### src/rtl/sport_pkg.sv
package sport_pkg;
  localparam int OVS = 16;

  typedef enum logic [1:0] {
    MODE_SHIFT  = 2'b00,
    MODE_A8     = 2'b01,
    MODE_A9_FIX = 2'b10,
    MODE_A9_VAR = 2'b11
  } sport_mode_e;

  typedef enum logic {
    RX_IDLE = 1'b0,
    RX_RUN  = 1'b1
  } rx_state_e;

  localparam logic ADDR_CTRL = 1'b0;
  localparam logic ADDR_DATA = 1'b1;
endpackage

### src/rtl/sport_tick_sel.sv
module sport_tick_sel
  import sport_pkg::*;
#(
  parameter int SLOW_DIV = 2
) (
  input  logic        clk,
  input  logic        rst_n,
  input  sport_mode_e mode,
  input  logic        rate_double,
  input  logic        ext_tick,
  output logic        tick
);
  localparam int CW = (SLOW_DIV > 1) ? $clog2(SLOW_DIV) : 1;
  localparam logic [CW-1:0] LAST = CW'(SLOW_DIV - 1);

  logic [CW-1:0] div_q, div_d;
  logic          fixed_rate;

  assign fixed_rate = (mode == MODE_A9_FIX);

  always_comb begin
    if (!fixed_rate || rate_double) div_d = '0;
    else if (div_q == LAST)         div_d = '0;
    else                            div_d = div_q + 1'b1;
  end

  always_ff @(posedge clk or negedge rst_n) begin
    if (!rst_n) div_q <= '0;
    else        div_q <= div_d;
  end

  always_comb begin
    if (fixed_rate) tick = rate_double | (div_q == LAST);
    else            tick = (mode != MODE_SHIFT) & ext_tick;
  end


  slow_tick_spacing_chk: assert property (@(posedge clk) disable iff (!rst_n)
    (fixed_rate && !rate_double && tick && SLOW_DIV > 1) |=> !tick);
endmodule

### src/rtl/sport_tx.sv
module sport_tx
  import sport_pkg::*;
#(
  parameter int DW = 8
) (
  input  logic          clk,
  input  logic          rst_n,
  input  logic          tick,
  input  logic          start,
  input  logic          nine,
  input  logic          bit9,
  input  logic [DW-1:0] data,
  output logic          txd,
  output logic          busy,
  output logic          stop_begin
);
  localparam int FW = DW + 3;
  localparam int IW = $clog2(FW + 1);
  localparam logic [3:0] PH_LAST = 4'(OVS - 1);
  localparam logic [IW-1:0] LAST8 = IW'(DW + 1);
  localparam logic [IW-1:0] LAST9 = IW'(DW + 2);

  logic          busy_q, busy_d;
  logic [FW-1:0] sh_q, sh_d;
  logic [IW-1:0] idx_q, idx_d, last_q, last_d;
  logic [3:0]    ph_q, ph_d;

  always_comb begin
    busy_d     = busy_q;
    sh_d       = sh_q;
    idx_d      = idx_q;
    last_d     = last_q;
    ph_d       = ph_q;
    stop_begin = 1'b0;
    if (!busy_q) begin
      if (start) begin
        busy_d = 1'b1;
        sh_d   = {1'b1, (nine ? bit9 : 1'b1), data, 1'b0};
        last_d = nine ? LAST9 : LAST8;
        idx_d  = '0;
        ph_d   = '0;
      end
    end else if (tick) begin
      ph_d = ph_q + 1'b1;
      if (ph_q == PH_LAST) begin
        if (idx_q == last_q) begin
          busy_d = 1'b0;
        end else begin
          sh_d  = {1'b1, sh_q[FW-1:1]};
          idx_d = idx_q + 1'b1;
          if (idx_q + 1'b1 == last_q) stop_begin = 1'b1;
        end
      end
    end
  end

  always_ff @(posedge clk or negedge rst_n) begin
    if (!rst_n) begin
      busy_q <= 1'b0;
      sh_q   <= '1;
      idx_q  <= '0;
      last_q <= '0;
      ph_q   <= '0;
    end else begin
      busy_q <= busy_d;
      sh_q   <= sh_d;
      idx_q  <= idx_d;
      last_q <= last_d;
      ph_q   <= ph_d;
    end
  end

  assign txd  = busy_q ? sh_q[0] : 1'b1;
  assign busy = busy_q;


  tx_hold_between_ticks_chk: assert property (@(posedge clk) disable iff (!rst_n)
    (busy_q && !tick) |=> $stable(txd));

  tx_ignore_busy_start_chk: assert property (@(posedge clk) disable iff (!rst_n)
    (busy_q && start && !tick) |=> $stable(sh_q));
endmodule

### src/rtl/sport_rx.sv
module sport_rx
  import sport_pkg::*;
#(
  parameter int DW          = 8,
  parameter int SYNC_STAGES = 2
) (
  input  logic          clk,
  input  logic          rst_n,
  input  logic          tick,
  input  logic          active,
  input  logic          nine,
  input  logic          rxd,
  output logic          done,
  output logic [DW-1:0] data,
  output logic          bit9,
  output logic          stop_bit
);
  localparam int IW = $clog2(DW + 3);
  localparam logic [IW-1:0] LAST8 = IW'(DW + 1);
  localparam logic [IW-1:0] LAST9 = IW'(DW + 2);
  localparam logic [IW-1:0] NINTH = IW'(DW + 1);
  localparam logic [IW-1:0] DLAST = IW'(DW);
  localparam logic [3:0] PH_S7 = 4'd6;
  localparam logic [3:0] PH_S8 = 4'd7;
  localparam logic [3:0] PH_S9 = 4'd8;
  localparam logic [3:0] PH_LAST = 4'(OVS - 1);

  logic [SYNC_STAGES-1:0] sync_q;
  logic                   rx_s;

  generate
    if (SYNC_STAGES == 1) begin : g_sync1
      always_ff @(posedge clk or negedge rst_n) begin
        if (!rst_n) sync_q <= '1;
        else        sync_q <= rxd;
      end
    end else begin : g_syncn
      always_ff @(posedge clk or negedge rst_n) begin
        if (!rst_n) sync_q <= '1;
        else        sync_q <= {sync_q[SYNC_STAGES-2:0], rxd};
      end
    end
  endgenerate
  assign rx_s = sync_q[SYNC_STAGES-1];

  rx_state_e     st_q, st_d;
  logic [3:0]    ph_q, ph_d;
  logic [IW-1:0] idx_q, idx_d;
  logic          s7_q, s7_d, s8_q, s8_d, prev_q, prev_d;
  logic [DW-1:0] sh_q, sh_d;
  logic          b9_q, b9_d, stop_q, stop_d, done_q, done_d;
  logic [IW-1:0] last_idx;
  logic          vote;

  assign last_idx = nine ? LAST9 : LAST8;
  assign vote     = (s7_q & s8_q) | (s7_q & rx_s) | (s8_q & rx_s);

  always_comb begin
    st_d   = st_q;
    ph_d   = ph_q;
    idx_d  = idx_q;
    s7_d   = s7_q;
    s8_d   = s8_q;
    sh_d   = sh_q;
    b9_d   = b9_q;
    stop_d = stop_q;
    done_d = 1'b0;
    prev_d = tick ? rx_s : prev_q;
    if (!active) begin
      st_d = RX_IDLE;
    end else if (tick) begin
      unique case (st_q)
        RX_IDLE: begin
          if (prev_q && !rx_s) begin
            st_d  = RX_RUN;
            ph_d  = '0;
            idx_d = '0;
          end
        end
        RX_RUN: begin
          ph_d = ph_q + 1'b1;
          if (ph_q == PH_S7) s7_d = rx_s;
          if (ph_q == PH_S8) s8_d = rx_s;
          if (ph_q == PH_S9) begin
            if (idx_q == '0) begin
              if (vote) st_d = RX_IDLE;
            end else if (idx_q <= DLAST) begin
              sh_d = {vote, sh_q[DW-1:1]};
            end else if (idx_q == last_idx) begin
              stop_d = vote;
              done_d = 1'b1;
              st_d   = RX_IDLE;
            end else if (idx_q == NINTH) begin
              b9_d = vote;
            end
          end
          if (ph_q == PH_LAST) idx_d = idx_q + 1'b1;
        end
        default: st_d = RX_IDLE;
      endcase
    end
  end

  always_ff @(posedge clk or negedge rst_n) begin
    if (!rst_n) begin
      st_q   <= RX_IDLE;
      ph_q   <= '0;
      idx_q  <= '0;
      s7_q   <= 1'b1;
      s8_q   <= 1'b1;
      prev_q <= 1'b1;
      sh_q   <= '0;
      b9_q   <= 1'b0;
      stop_q <= 1'b1;
      done_q <= 1'b0;
    end else begin
      st_q   <= st_d;
      ph_q   <= ph_d;
      idx_q  <= idx_d;
      s7_q   <= s7_d;
      s8_q   <= s8_d;
      prev_q <= prev_d;
      sh_q   <= sh_d;
      b9_q   <= b9_d;
      stop_q <= stop_d;
      done_q <= done_d;
    end
  end

  assign done     = done_q;
  assign data     = sh_q;
  assign bit9     = b9_q;
  assign stop_bit = stop_q;


  rx_done_needs_enable_chk: assert property (@(posedge clk) disable iff (!rst_n)
    done_q |-> $past(active));

  rx_start_from_idle_chk: assert property (@(posedge clk) disable iff (!rst_n)
    (st_q == RX_IDLE && st_d == RX_RUN) |-> (prev_q && !rx_s));
endmodule

### src/rtl/async_serial_port.sv
module async_serial_port
  import sport_pkg::*;
#(
  parameter int DW          = 8,
  parameter int SLOW_DIV    = 2,
  parameter int SYNC_STAGES = 2
) (
  input  logic       clk,
  input  logic       rst_n,
  input  logic       wr_en,
  input  logic       wr_addr,
  input  logic [7:0] wr_data,
  input  logic       rd_addr,
  output logic [7:0] rd_data,
  input  logic       fe_view,
  input  logic       rate_double,
  input  logic       baud_tick16,
  input  logic       rxd,
  output logic       txd,
  output logic       tx_done_irq,
  output logic       rx_done_irq
);
  logic [1:0]    mode_q, mode_d;
  logic          fe_q, fe_d, filt_q, filt_d, ren_q, ren_d;
  logic          tb9_q, tb9_d, rb9_q, rb9_d, ti_q, ti_d, ri_q, ri_d;
  logic [DW-1:0] rxbuf_q, rxbuf_d;

  sport_mode_e   mode;
  logic          tick, nine, ctrl_wr, data_wr, tx_start;
  logic          tx_busy, tx_stop_begin;
  logic          rx_active, rx_frame_done, rx_b9, rx_stop, rx_pass;
  logic [DW-1:0] rx_byte;

  assign mode      = sport_mode_e'(mode_q);
  assign nine      = mode_q[1];
  assign ctrl_wr   = wr_en && (wr_addr == ADDR_CTRL);
  assign data_wr   = wr_en && (wr_addr == ADDR_DATA);
  assign tx_start  = data_wr && (mode != MODE_SHIFT);
  assign rx_active = ren_q && (mode != MODE_SHIFT);

  sport_tick_sel #(.SLOW_DIV(SLOW_DIV)) u_tick (
    .clk(clk), .rst_n(rst_n), .mode(mode), .rate_double(rate_double),
    .ext_tick(baud_tick16), .tick(tick)
  );

  sport_tx #(.DW(DW)) u_tx (
    .clk(clk), .rst_n(rst_n), .tick(tick), .start(tx_start), .nine(nine),
    .bit9(tb9_q), .data(wr_data[DW-1:0]), .txd(txd), .busy(tx_busy),
    .stop_begin(tx_stop_begin)
  );

  sport_rx #(.DW(DW), .SYNC_STAGES(SYNC_STAGES)) u_rx (
    .clk(clk), .rst_n(rst_n), .tick(tick), .active(rx_active), .nine(nine),
    .rxd(rxd), .done(rx_frame_done), .data(rx_byte), .bit9(rx_b9),
    .stop_bit(rx_stop)
  );

  always_comb begin
    if (nine) rx_pass = !(filt_q && !rx_b9);
    else      rx_pass = !(filt_q && !rx_stop);
  end

  always_comb begin
    mode_d  = mode_q;
    fe_d    = fe_q;
    filt_d  = filt_q;
    ren_d   = ren_q;
    tb9_d   = tb9_q;
    rb9_d   = rb9_q;
    ti_d    = ti_q;
    ri_d    = ri_q;
    rxbuf_d = rxbuf_q;
    if (ctrl_wr) begin
      if (fe_view) begin
        if (!wr_data[7]) fe_d = 1'b0;
      end else begin
        mode_d[1] = wr_data[7];
      end
      mode_d[0] = wr_data[6];
      filt_d    = wr_data[5];
      ren_d     = wr_data[4];
      tb9_d     = wr_data[3];
      rb9_d     = wr_data[2];
      ti_d      = wr_data[1];
      ri_d      = wr_data[0];
    end
    if (tx_stop_begin) ti_d = 1'b1;
    if (rx_frame_done) begin
      if (!rx_stop) fe_d = 1'b1;
      if (!ri_q && rx_pass) begin
        ri_d    = 1'b1;
        rxbuf_d = rx_byte;
        rb9_d   = nine ? rx_b9 : rx_stop;
      end
    end
  end

  always_ff @(posedge clk or negedge rst_n) begin
    if (!rst_n) begin
      mode_q  <= '0;
      fe_q    <= 1'b0;
      filt_q  <= 1'b0;
      ren_q   <= 1'b0;
      tb9_q   <= 1'b0;
      rb9_q   <= 1'b0;
      ti_q    <= 1'b0;
      ri_q    <= 1'b0;
      rxbuf_q <= '0;
    end else begin
      mode_q  <= mode_d;
      fe_q    <= fe_d;
      filt_q  <= filt_d;
      ren_q   <= ren_d;
      tb9_q   <= tb9_d;
      rb9_q   <= rb9_d;
      ti_q    <= ti_d;
      ri_q    <= ri_d;
      rxbuf_q <= rxbuf_d;
    end
  end

  always_comb begin
    if (rd_addr == ADDR_DATA) begin
      rd_data = 8'(rxbuf_q);
    end else begin
      rd_data = {(fe_view ? fe_q : mode_q[1]), mode_q[0], filt_q, ren_q,
                 tb9_q, rb9_q, ti_q, ri_q};
    end
  end

  assign tx_done_irq = ti_q;
  assign rx_done_irq = ri_q;


  fe_clear_only_sw_chk: assert property (@(posedge clk) disable iff (!rst_n)
    $fell(fe_q) |-> $past(ctrl_wr && fe_view && !wr_data[7]));

  overrun_keeps_byte_chk: assert property (@(posedge clk) disable iff (!rst_n)
    (ri_q && rx_frame_done) |=> $stable(rxbuf_q));

  ri_clear_only_sw_chk: assert property (@(posedge clk) disable iff (!rst_n)
    $fell(ri_q) |-> $past(ctrl_wr));

  ti_rise_cause_chk: assert property (@(posedge clk) disable iff (!rst_n)
    $rose(ti_q) |-> $past(tx_stop_begin || ctrl_wr));

  filter_blocks_addr_chk: assert property (@(posedge clk) disable iff (!rst_n)
    (rx_frame_done && nine && filt_q && !rx_b9 && !ctrl_wr) |=> $stable(ri_q));
endmodule

### config.mk
export PLATFORM = sky130hd
export DESIGN_NAME = async_serial_port
export DESIGN_NICKNAME = d
export VERILOG_FILES = /design/src/rtl/sport_pkg.sv /design/src/rtl/sport_tick_sel.sv /design/src/rtl/sport_tx.sv /design/src/rtl/sport_rx.sv /design/src/rtl/async_serial_port.sv
export SDC_FILE = /design/constraint.sdc
export NUM_CORES = 1
export LEC_CHECK = 0
export BUFFER_PORTS_ARGS = -buffer_cell sky130_fd_sc_hd__clkbuf_2
export CAP_MARGIN = 20
export CORE_MARGIN = 3
export CORE_UTILIZATION = 59
export DETAILED_ROUTE_END_ITERATION = 8
export GPL_TIMING_DRIVEN = 0
export PLACE_DENSITY_LB_ADDON = 0.25
export SYNTH_ARGS = -nofsm -noshare
export SYNTH_HDL_FRONTEND = slang
export SYNTH_SLANG_ARGS = --single-unit
### constraint.sdc
create_clock -name clk -period 2.6 [get_ports clk]
set_clock_uncertainty 0.15 [all_clocks]
set_input_delay 0.52 -clock clk [delete_from_list [all_inputs] [get_ports clk]]
set_output_delay 0.52 -clock clk [all_outputs]
set_load 0.03 [all_outputs]
* After elaboration in Yosys (flattened, before gate mapping) *
Cells that the tools add are included.

storage, ports and cells
  flip-flop bits (word level) = 67
  input port bits = 17
  output and inout port bits = 11
  logic and storage cells = 160

operators by class
  $add $sub $neg = 5
  order comparisons = 1
  equal/unequal tests = 16
  muxes and demuxes = 65
  bitwise operators = 14
  reduce and logical (&&, ||, !) cells = 32

operator list
  kind                                                    number
  two-way mux 11 bit                                      5
  two-way mux 1 bit                                       46
  two-way mux 4 bit                                       9
  adder 4 x 1 -> 4 bit (second input constant)            4
  == test 4 bit (second input constant)                   4
  one-hot mux 4 bit (2 select lines)                      2
  AND reduction 4 bit                                     4
  == test 4 bit                                           3
  == test 4 x 3 -> 1 bit (second input constant)          2
  logical AND 1 bit                                       8
  two-way mux 8 bit                                       1
  AND reduction 2 bit                                     4
  AND reduction 8 bit                                     1
  zero test 1 bit                                         7
  NOT 1 bit                                               7
  AND reduction 7 bit                                     1
  inequality test 2 x 1 -> 1 bit (second input constant)  3
  inequality test 2 bit (second input constant)           3
  AND reduction 6 bit                                     1
  nonzero test 2 bit                                      3
  AND 1 bit                                               4
  <= comparator 4 bit (second input constant)             1
  zero test 4 bit                                         1
  bitwise OR 1 bit                                        3
  other kinds (6)                                         6

* Logic depth before layout (Yosys ltp) *
Gate-level depths: netlist of the first run.

  word-level depth = 9
  mapped depth = 7
  gate-level depth less buffers = 7

* By module *
A second synthesis of the first run with hierarchy kept.

unflattened totals
  cell total of the unflattened synthesis = 273
  area total of the unflattened synthesis = 3,299.4 um2

by module, submodules not included
  module             instances  cells each  area each (um2)  seq. area each (um2)
  sport_rx           1          102         1,271.2          633.1
  sport_tx           1          93          1,157.4          563.0
  async_serial_port  1          73          817.0            425.4
  sport_tick_sel     1          5           53.8             25.0

* Worst setup path after synthesis of the first run *
Ideal clock, no wire load.

  kind = input -> output
  start = input rd_addr
  end = output rd_data[7]
  arrival = 1.435 ns
  data required time = 1.930 ns
  setup slack = 0.495 ns
  stages = 2
  path buffers = 1
  cells stage by stage = clkbuf_1 -> o21ai_0

between the ends
  longest elaborated chain between the ends = 1

ends and longest elaborated chain
  item               RTL line                  source
  start, declared    async_serial_port.sv:13   input logic rd_addr,
  two-way mux 8 bit  async_serial_port.sv:123  if (rd_addr == ADDR_DATA) begin
  end, declared      async_serial_port.sv:14   output logic [7:0] rd_data,

No other way between the ends.

* Worst setup path after layout of the first run *
  start = register u_tx.busy_q, in the netlist u_tx.busy
  end = output txd

between the ends
  longest elaborated chain between the ends = 1

ends and longest elaborated chain
  item                    RTL line                 source
  start, declared         sport_tx.sv:23           logic busy_q, busy_d;
  start signal, assigned  sport_tx.sv:65           busy_q <= busy_d;
  two-way mux 1 bit       sport_tx.sv:73           assign txd = busy_q ? sh_q[0] : 1'b1;
  end, declared           async_serial_port.sv:19  output logic txd,

No other way between the ends.

==> reports/qor.yml, run 1 <==
power:
  power_switching_w: 0.000879
  powerDensity_nw_per_um2: 818
  vdd_drop_max_mv: 0.410
  p_clk_share_pct: 32.3
  power.share.switching_pct: 29.5
  p_leak_nw: 1.74
  p_seq_share_pct: 46.5
  combinationalPowerShare_pct: 21.3
  cell_internal_pwr_w: 0.00211
grt:
  top_usage_layer: "met2"
  grt_use_total_pct: 21.5
  antenna_found_initial: 0
  use_met3_pct: 6.88
  grt_max_degree: 66
  grt_first_pass_wirelength_um: 10200
  grt_pass1_vias: 2205
  grt_util_met2_pct: 35.3
  grt-ovfl-total: 0
  met1_usage_pct: 26.7
critical_path:
  required_ps: 1930
  crit_family: "buffers and inverters"
  critPathMaxStageDelay_ps: 540
  slowest_stage: "buf_1"
  end_kind: "output pin"
  critPathKind: "reg2out"
  path_max_fanout: 10
  arrival_ps: 1650
  critPathLaunchType: "register"
  critical_path_buf_inv_count: 2
  cp_cell_sequence: "buf_1 -> nand2b_1 -> clkbuf_2"
floorplan:
  num_rows: 26
  floorplan.initialDensity_pct: 61.9
  dieArea_um2: 6340
  fp.dieW_um: 79.7
  die_h_um: 79.7
  core_um2: 5170
  ios: 28
sta:
  maxSlewHeadroom_pct: 42.8
  hold_ws_ps: 109
  rsz0062_at_grt: "false"
  worst_pin_slew_ps: 859
  hold_violations: 0
  min_period_ps: 2320
  fin_tns_setup_ps: 0
  final.period_utilization_pct: 89.4
  setup-violations-final: 0
  report.final.slew_viol_count: 0
  max_freq_ghz: 0.430
worst_hold_path:
  hold_class: "in2reg"
synth:
  synth_area_leaders: "dfrtp_1 38%, dfstp_2 13%, mux2_2 9.1%"
  syn-mean-instance-area_um2: 11.4
  synth.net_count: 305
  yosysTopAreaCellShare_pct: 38.3
  syn-instance-count: 280
  synth_cell_type_count: 47
  ys_warn_count: 0
  ys_seq_area_share_pct: 51.4
  ys.flop_type: "dfrtp_1"
  synth-seq-cells: 65
  synth_edf_count: 0
  synth.largest_area_cell: "dfrtp_1"
  ys_async_sr_fraction_pct: 100
  synthesis.area_um2: 3200
clock_tree:
  cts_made_buffers: 9
  clock_latency_ps: 340
  postCtsSetupBuffers: 0
  cts.sinks: 65
  cts_resized: 0
  htree_levels: 3
  cts_hold_buf: 0
  cts_tree: "built"
  cts-root-buf: "clkbuf_8"
  cts_buffer_depth: 2
  clk_pin_slew_ps: 70
flow_run:
  drv_cap: 0
final_layout:
  layout.cells.non_filler: 392
  area_growth_pct: 14.0
  n_antenna_cell: 0
  drive_gt1_share_pct: 32.6
  fin_util_pct: 70.6
  post-route-cell-area_um2: 3650
  seqCellArea_um2: 1650
  multiInputGateArea_um2: 1440
  fin_nets: 342
  nFillCells: 380
run_status:
  status: "finished, final reports clean"
placed_design:
  place.gp.congestion: 0.837
  post_dp_cell_area_um2: 3420
  dp_cells: 376
  io_buffers: 26
  hpwl_um: 4300
route:
  route.detailed.drc: 0
  antenna_left: 0
  vias: 2206
  drt_iter0_markers: 169
  wl_um: 6110
  wire_per_inst_um: 15.6
  firstDrtPassIters: 4
  drt-vias-per-instance: 5.63
-- kinds of logic after synthesis --
logic type      share of synthesized area [%]
compound gates                           8.05
xor+xnor                                 3.01
buf+inv                                  3.52
fa+ha+maj                                3.44
flops                                    51.4
mux                                      17.6
simple gates                             12.9
-- registers in the layout, summed over array words and instances (netlist names), 2 cells and up --
name         count
rxbuf_q          8
u_rx.idx_q       4
u_rx.ph_q        4
u_rx.sync_q      2
u_tx.idx_q       4
mode             2
u_tx.last_q      3
u_tx.ph_q        4
u_tx.sh_q       10
u_rx.data        8
-- through the flow --
step,total power [W],setup WS [ps]
floorplan,0.00185,495
global placement,0.00201,468
detailed placement,0.00204,447
CTS,0.00301,240
global route,0.00317,192
finish,0.00298,276
-- layout make-up --
cell class,count,area share [%]
multi-input combinational,189,39.5
tap,70,2.40
inverter,14,1.44
clock inverter,5,2.13
sequential,65,45.1
buffer,12,1.65
timing repair buffer,26,3.63
clock buffer,11,4.15
-- power by group through the flow --
stage / clock, W / combinational (W) / sequential, W
final: 0.000963 / 0.000635 / 0.00139
after global routing: 0.00104 / 0.000717 / 0.00141
after CTS: 0.000985 / 0.000642 / 0.00139
after detailed placement: 0 / 0.000637 / 0.00140
after global placement: 0 / 0.000617 / 0.00139
after floorplan: 0 / 0.000484 / 0.00137
-- layout by cell type (no fill, tap or decap), drive strengths merged, types with 2 or more instances in the layout --
| cell type | synthesis | final |
|---|---|---|
| a21boi | 2 | 2 |
| xor2 | 6 | 6 |
| a21o | 2 | 2 |
| o21ai | 16 | 16 |
| nand3b | 2 | 2 |
| nor4b | 2 | 2 |
| and3 | 3 | 3 |
| nand3 | 11 | 11 |
| inv | 14 | 14 |
| nand4 | 5 | 5 |
| bufinv | 0 | 2 |
| clkbuf | 4 | 41 |
| or3 | 3 | 3 |
| nor2b | 2 | 2 |
| clkinv | 0 | 2 |
| nand2 | 16 | 16 |
| nor3 | 2 | 2 |
| a21oi | 9 | 9 |
| a22o | 2 | 2 |
| buf | 8 | 8 |
| ha | 8 | 8 |
| dfstp | 16 | 16 |
| nor2 | 18 | 18 |
| nand2b | 7 | 7 |
| dfrtp | 49 | 49 |
| xnor2 | 5 | 5 |
| mux2i | 15 | 15 |
| nor3b | 4 | 4 |
| mux2 | 34 | 34 |
| o22ai | 3 | 3 |
-- Yosys cell counts (all sizes together), types with 4 or more instances --
cell / number
nand3: 11
o21ai: 16
nand2b: 7
dfstp: 16
nand2: 16
xor2: 6
nand4: 5
dfrtp: 49
a21oi: 9
buf: 8
ha: 8
mux2: 34
mux2i: 15
inv: 14
clkbuf: 4
nor2: 18
xnor2: 5
nor3b: 4
-- final timing paths --
kind	startpoint	endpoint	slack, ps	depth (start not counted)
min reg2reg	u_rx.sync_q[0]	u_rx.sync_q[1]	210	0
max	u_tx.busy	txd	280	3
max reg2reg	u_tx.idx_q[0]	u_tx.idx_q[2]	550	6
min in group asynchronous	rst_n	u_rx.data[2]	170	1
max in group asynchronous	rst_n	u_tx.busy	1580	1
min	rxd	u_rx.sync_q[0]	110	1
-- metal layers --
metal  vias to the layer above  routed length [um]
met5                         -                   0
met4                         0                  95
met3                        10                 297
met2                        48                3040
met1                      1091                2680
li1                       1057                   -
Note: power is estimated with default switching activity, not from simulation.
==> run 2: changes to the inputs <==
--- a/config.mk
+++ b/config.mk
@@ -5,6 +5,7 @@
 export SDC_FILE = /design/constraint.sdc
 export NUM_CORES = 1
 export LEC_CHECK = 0
+export ABC_AREA = 1
 export BUFFER_PORTS_ARGS = -buffer_cell sky130_fd_sc_hd__clkbuf_2
 export CAP_MARGIN = 20
 export CORE_MARGIN = 3
@@ -12,6 +13,7 @@
 export DETAILED_ROUTE_END_ITERATION = 8
 export GPL_TIMING_DRIVEN = 0
 export PLACE_DENSITY_LB_ADDON = 0.25
+export SETUP_SLACK_MARGIN = 0.02
 export SYNTH_ARGS = -nofsm -noshare
 export SYNTH_HDL_FRONTEND = slang
 export SYNTH_SLANG_ARGS = --single-unit
==> run 2 against run 1 <==
  * Non-clock buffer count fell by 1
  * Global-route usage grew 2.2 points
  * Utilization grew 1.3 points
  * Clock-buffer cell count fell by 2
  * Highest routed layer unchanged
  * Flip-flop and latch count unchanged
  * Critical endpoint unchanged
  * Clock power fell by 2.6%
  * Setup slack better by 290 ps
  * Largest cell class unchanged
  * Total power is 2.6% higher
==> reports/qor.yml, run 2 <==
run_status:
  status: "finished, final reports clean"  # unchanged
grt:
  grt_first_pass_wirelength_um: 12100  # was 10200 um
  grt-ovfl-total: 0  # unchanged
  grt_max_degree: 66  # unchanged
  use_met3_pct: 6.47  # was 6.88%
  antenna_found_initial: 0  # unchanged
  grt_use_total_pct: 23.7  # was 21.5%
  met1_usage_pct: 30.0  # was 26.7%
  grt_util_met2_pct: 39.3  # was 35.3%
  top_usage_layer: "met2"  # unchanged
  grt_pass1_vias: 2680  # was 2205
final_layout:
  top_register: "u_tx.sh_q"  # unchanged
  area_growth_pct: 13.2  # was 14.0%
  largest_reg_flops: 10  # unchanged
  nFillCells: 427  # was 380
  fin_nets: 490  # was 342
  drive_gt1_share_pct: 16.8  # was 32.6%
  n_antenna_cell: 0  # unchanged
  fin_util_pct: 71.9  # was 70.6%
  post-route-cell-area_um2: 3810  # was 3650 um^2
  final_cell_mix: "142 x nand2_1, 55 x inv_1, 50 x o21ai_0, 49 x dfrtp_1, 26 x clkbuf_2"  # was 49 x dfrtp_1, 26 x mux2_2, 25 x clkbuf_2, 18 x nor2_1, 16 x dfstp_2
  final_common_cell: "nand2_1"  # was dfrtp_1
sta:
  hold_violations: 0  # unchanged
  rsz0062_at_grt: "false"  # unchanged
  worst_pin_slew_ps: 859  # about the same
  setup-violations-final: 0  # unchanged
  final.period_utilization_pct: 78.1  # was 89.4%
  fin_tns_setup_ps: 0  # unchanged
  maxSlewHeadroom_pct: 42.7  # was 42.8%
  report.final.slew_viol_count: 0  # unchanged
  max_freq_ghz: 0.492  # was 0.430 GHz
  min_period_ps: 2030  # was 2320 ps
route:
  wl_um: 6980  # was 6110 um
  firstDrtPassIters: 4  # unchanged
  drt_iter0_markers: 125  # was 169
  route.detailed.drc: 0  # unchanged
  antenna_left: 0  # unchanged
  wire_per_inst_um: 12.9  # was 15.6 um
  vias: 2880  # was 2206
  drt-vias-per-instance: 5.33  # was 5.63
clock_tree:
  postCtsSetupBuffers: 0  # unchanged
  clk_pin_slew_ps: 70  # about the same
  cts_made_buffers: 9  # unchanged
  cts_buffer_depth: 2  # unchanged
  cts.sinks: 65  # unchanged
  htree_levels: 3  # unchanged
  cts_hold_buf: 0  # unchanged
  cts-root-buf: "clkbuf_8"  # unchanged
  clock_latency_ps: 340  # about the same
  cts_resized: 0  # unchanged
  cts_tree: "built"  # unchanged
critical_path:
  path_max_fanout: 4  # was 10
  critPathLaunchType: "register"  # unchanged
  cp_cell_sequence: "inv_1 -> or2_2 -> clkbuf_2"  # was buf_1 -> nand2b_1 -> clkbuf_2
  arrival_ps: 1360  # was 1650 ps
  critPathMaxStageDelay_ps: 430  # was 540 ps
  crit_family: "flip-flops"  # was buffers and inverters
  end_kind: "output pin"  # unchanged
  slowest_stage: "dfrtp_1"  # was buf_1
  critical_path_buf_inv_count: 2  # unchanged
  required_ps: 1930  # about the same
  critPathKind: "reg2out"  # unchanged
synth:
  yosys.cell_count.top_type: "nand2_1"  # was dfrtp_1
  ys.flop_type: "dfrtp_1"  # unchanged
  synth_edf_count: 0  # unchanged
  yosysTopAreaCellShare_pct: 36.4  # was 38.3%
  syn-instance-count: 427  # was 280
  ys_warn_count: 0  # unchanged
  synth-seq-cells: 65  # unchanged
  syn-mean-instance-area_um2: 7.89  # was 11.4 um^2
  synth_commonest_cells: "142 x nand2_1, 55 x inv_1, 50 x o21ai_0"  # was 49 x dfrtp_1, 26 x mux2_2, 18 x nor2_1
  synthesis.area_um2: 3370  # was 3200 um^2
  synth_cell_type_count: 26  # was 47
  ys_async_sr_fraction_pct: 100  # unchanged
  synth.largest_area_cell: "dfrtp_1"  # unchanged
  synth_area_leaders: "dfrtp_1 36%, nand2_1 16%, dfstp_2 12%"  # was dfrtp_1 38%, dfstp_2 13%, mux2_2 9.1%
  ys_seq_area_share_pct: 48.9  # was 51.4%
  synth.net_count: 452  # was 305
floorplan:
  num_rows: 26  # unchanged
  ios: 28  # unchanged
  die_h_um: 81.6  # was 79.7 um
  fp.dieW_um: 81.6  # was 79.7 um
  core_um2: 5300  # was 5170 um^2
  floorplan.initialDensity_pct: 63.5  # was 61.9%
  dieArea_um2: 6650  # was 6340 um^2
power:
  p_leak_nw: 1.97  # was 1.74 nW
  vdd_drop_max_mv: 0.571  # was 0.410 mV
  powerDensity_nw_per_um2: 803  # was 818 nW/um^2
  total_power_w: 0.00306  # was 0.00298 W
placed_design:
  post_dp_cell_area_um2: 3590  # was 3420 um^2
  hpwl_um: 5030  # was 4300 um
  place.gp.congestion: 0.848  # was 0.837
  io_buffers: 27  # was 26
flow_run:
  drv_cap: 0  # unchanged
worst_hold_path:
  hold_class: "in2reg"  # unchanged
## run 2: changes by cell type after synthesis, sizes merged, moves of 13 or more
cell / change
nand2: +131
o21ai: +40
mux2i: -15
mux2: -34
inv: +43
nand3: +13
## run 2: worst register-to-register path, stage by stage (launching register included)
cell and delay, ps:
dfrtp_1 430, inv_1 80, ha_1 210, nand2_1 100
nor2_1 60, inv_1 90, nand3_1 120, nor2_4 220
buf_6 160, nand2_1 50, o21ai_0 70
## run 2: report_power, final
part | switching, W | internal (W)
combinational | 0.000505 | 0.000265
sequential | 0.000134 | 0.00122
clock | 0.000399 | 0.000539
total | 0.00104 | 0.00202
## run 2: area by class of cell
| type | count | area (um^2) | area share [%] |
|---|---|---|---|
| Sequential cell | 65 | 1650 | 43.2 |
| Timing Repair Buffer | 27 | 138 | 3.61 |
| Clock inverter | 7 | 95.1 | 2.49 |
| Buffer | 10 | 63.8 | 1.67 |
| Clock buffer | 9 | 124 | 3.25 |
| Tap cell | 70 | 87.6 | 2.30 |
| Multi-Input combinational cell | 295 | 1440 | 37.9 |
| Inverter | 57 | 214 | 5.61 |
## run 2: routing by layer
layer	wire length, um	vias up
li1	-	1439
met1	3100	1372
met2	3480	58
met3	287	11
met4	110	0
met5	0	-
## run 2: through the flow
step                worst slack, ps  instances  hold slack (ps)
floorplan                       524        427             74.4
global placement                506        524              196
detailed placement              544        524              205
CTS                             547        540              103
global route                    458        540              102
finish                          569        540              116
## run 2: cells by family (layout without fill, tap and decap cells)
| family | after synthesis | after routing | synth area share [%] |
|---|---|---|---|
| compound gates | 63 | 63 | 9.51 |
| xor+xnor | 8 | 8 | 2.08 |
| fa+ha+maj | 8 | 8 | 2.97 |
| buf+inv | 67 | 110 | 8.25 |
| flops | 65 | 65 | 48.9 |
| simple gates | 216 | 216 | 28.3 |
## run 2: path summary, 6_finish.rpt
kind	slack, ps	start	depth (start not counted)	end
max reg2reg	780	u_rx.idx_q[0]	10	u_rx.data[5]
min in group asynchronous	160	rst_n	1	u_tx.last_q[3]
min reg2reg	220	u_rx.sync_q[0]	0	u_rx.sync_q[1]
min	120	rxd	1	u_rx.sync_q[0]
max	570	u_tx.busy	3	txd
max in group asynchronous	1590	rst_n	1	u_rx.idx_q[3]
==> run 3: changes to the inputs <==
--- a/config.mk
+++ b/config.mk
@@ -9,7 +9,7 @@
 export BUFFER_PORTS_ARGS = -buffer_cell sky130_fd_sc_hd__clkbuf_2
 export CAP_MARGIN = 20
 export CORE_MARGIN = 3
-export CORE_UTILIZATION = 59
+export CORE_UTILIZATION = 54
 export DETAILED_ROUTE_END_ITERATION = 8
 export GPL_TIMING_DRIVEN = 0
 export PLACE_DENSITY_LB_ADDON = 0.25
==> constraint.sdc (replaced) <==
create_clock -name clk -period 1.7 [get_ports clk]
set_clock_uncertainty 0.15 [all_clocks]
set_input_delay 0.34 -clock clk [delete_from_list [all_inputs] [get_ports clk]]
set_output_delay 0.34 -clock clk [all_outputs]
set_load 0.03 [all_outputs]
==> run 3 against run 2 <==
  * The flow now finishes with violations (negative hold slack)
  * Total power up 70%
  * Critical path depth up 1
  * Flip-flop and latch count unchanged
  * Clock-buffer cell count up 1
  * Sequential power up 53%
  * Critical endpoint is now rd_data[7]
  * Highest routed layer unchanged
==> reports/qor.yml, run 3 (same netlist as run 2, synthesis figures left out) <==
clock_tree:
  clock_latency_ps: 350  # was 340 ps
  cts-root-buf: "clkbuf_8"  # unchanged
  cts_made_buffers: 9  # unchanged
  clk_pin_slew_ps: 80  # was 70 ps
  htree_levels: 3  # unchanged
  cts_tree: "built"  # unchanged
  cts_buffer_depth: 2  # unchanged
  cts.sinks: 65  # unchanged
floorplan:
  num_rows: 28  # was 26
  die_h_um: 85.0  # was 81.6 um
  fp.dieW_um: 85.0  # was 81.6 um
  floorplan.initialDensity_pct: 56.2  # was 63.5%
  ios: 28  # unchanged
  dieArea_um2: 7220  # was 6650 um^2
  core_um2: 5990  # was 5300 um^2
route:
  antenna_left: 0  # unchanged
  route.detailed.drc: 0  # unchanged
  drt-vias-per-instance: 5.12  # was 5.33
  drt_iter0_markers: 123  # was 125
  vias: 2878  # was 2880
  wl_um: 7200  # was 6980 um
  wire_per_inst_um: 12.8  # was 12.9 um
  firstDrtPassIters: 4  # unchanged
sta:
  setup-violations-final: 0  # unchanged
  worst_slack_ps: 33.9  # was 569 ps
  report.final.slew_viol_count: 0  # unchanged
  hold_ws_ps: -26.3  # was 116 ps
  max_freq_ghz: 0.600
  min_period_ps: 1670
  rsz0062_at_grt: "true"  # was false
  worst_pin_slew_ps: 871  # was 859 ps
  hold_violations: 29  # was 0
  maxSlewHeadroom_pct: 42.0  # was 42.7%
  final.period_utilization_pct: 98.0
grt:
  antenna_found_initial: 0  # unchanged
  grt_max_degree: 66  # unchanged
  grt-ovfl-total: 0  # unchanged
  grt_first_pass_wirelength_um: 11900  # was 12100 um
  grt_use_total_pct: 20.5  # was 23.7%
  grt_pass1_vias: 2676  # was 2680
placed_design:
  dp_cells: 529  # was 524
  io_buffers: 27  # unchanged
  dp_slack_ps: -106  # was 544 ps
  post_dp_cell_area_um2: 3600  # was 3590 um^2
  hpwl_um: 4890  # was 5030 um
  place.gp.congestion: 0.825  # was 0.848
critical_path:
  required_ps: 1210  # was 1930 ps
  reg2reg_from: "mode[1]"  # was u_rx.idx_q[0]
  critical_path.startpoint: "mode[1]"  # was u_tx.busy
  end_kind: "output pin"  # unchanged
  critPathLaunchType: "register"  # unchanged
  critPathKind: "reg2out"  # unchanged
  path_max_fanout: 6  # was 4
  arrival_ps: 1180  # was 1360 ps
final_layout:
  final_cell_mix: "138 x nand2_1, 48 x inv_1, 48 x dfrtp_1, 36 x o21ai_0, 22 x clkbuf_2"  # was 142 x nand2_1, 55 x inv_1, 50 x o21ai_0, 49 x dfrtp_1, 26 x clkbuf_2
  final_common_cell: "nand2_1"  # unchanged
  area_growth_pct: 23.4  # was 13.2%
  n_antenna_cell: 0  # unchanged
  post-route-cell-area_um2: 4160  # was 3810 um^2
  top_register: "u_tx.sh_q"  # unchanged
  largest_reg_flops: 10  # unchanged
  layout.cells.non_filler: 562  # was 540
  fin_nets: 507  # was 490
  drive_gt1_share_pct: 25.7  # was 16.8%
power:
  p_clk_share_pct: 31.5  # was 30.6%
  cell_internal_pwr_w: 0.00348  # was 0.00202 W
  powerDensity_nw_per_um2: 1250  # was 803 nW/um^2
  vdd_drop_max_mv: 0.675  # was 0.571 mV
  combinationalPowerShare_pct: 28.6  # was 25.2%
  p_seq_share_pct: 39.9  # was 44.2%
  power.share.switching_pct: 33.1  # was 33.9%
  p_leak_nw: 2.11  # was 1.97 nW
  power_switching_w: 0.00172  # was 0.00104 W
flow_run:
  drv_cap: 0  # unchanged
run_status:
  status: "complete, but fails checks"  # was finished, final reports clean
  violations: "negative hold slack"
worst_hold_path:
  hold_class: "in2async"  # was in2reg
==> run 3: layout make-up <==
cell class | count | area [um^2]
clock inverter | 6 | 115
tap | 75 | 93.8
fill | 455 | 1840
sequential | 65 | 1650
timing repair buffer | 45 | 322
multi-input combinational | 295 | 1560
inverter | 57 | 214
clock buffer | 10 | 138
buffer | 9 | 62.6
==> run 3: power by group through the flow <==
stage | combinational [W] | clock, W | sequential [W]
floorplan | 0.000892 | 0 | 0.00205
global placement | 0.00114 | 0 | 0.00208
detailed placement | 0.00117 | 0 | 0.00209
CTS | 0.00130 | 0.00167 | 0.00205
global route | 0.00166 | 0.00172 | 0.00210
finish | 0.00149 | 0.00164 | 0.00207
==> run 3: final timing paths <==
path | to | slack [ps] | depth (start not counted)
worst min register to register | u_rx.sync_q[1] | 210 | 0
worst max register to register | u_tx.idx_q[1] | 70 | 10
max in group asynchronous | u_tx.idx_q[0] | 840 | 1
worst max-delay path | rd_data[7] | 30 | 4
min in group clk | tb9_q | 100 | 3
worst min-delay path | tx_done_irq | -30 | 1
==> run 3: per-layer routing <==
| layer | wire [um] | global-route usage [%] | share of wire, % | vias up |
|---|---|---|---|---|
| met3 | 292 | 3.59 | 4.1 | 15 |
| met1 | 3260 | 27.4 | 45 | 1340 |
| li1 | - | - | - | 1469 |
| met4 | 147 | 10.2 | 2.0 | 0 |
| met2 | 3500 | 32.3 | 49 | 54 |
| met5 | 0 | 0 | 0 | - |
==> run 3: through the flow <==
stage / TNS [ps] / total power [W] / utilization (%)
floorplan: -49.2 / 0.00295 / -
global placement: -12640 / 0.00322 / 60.0
detailed placement: -789 / 0.00326 / 60.1
CTS: 0 / 0.00501 / 66.7
global route: -138 / 0.00549 / 69.4
finish: 0 / 0.00520 / 69.4
==> run 3: timing repair <==
item | CTS | global route
endpoints found under the hold margin | 1 | 0
gates cloned | 0 | 1
pin swaps | 5 | 9
buffers inserted | 10 | 6
endpoints found under the setup margin | 17 | 61
hold buffers | 1 | 0
gates resized for setup | 14 | 58
==> run 3: critical path, cell delays in order (launching register included) <==
cell,delay [ps]
dfrtp_1,350
buf_6,130
nand2_4,50
a21oi_4,160
buf_8,130
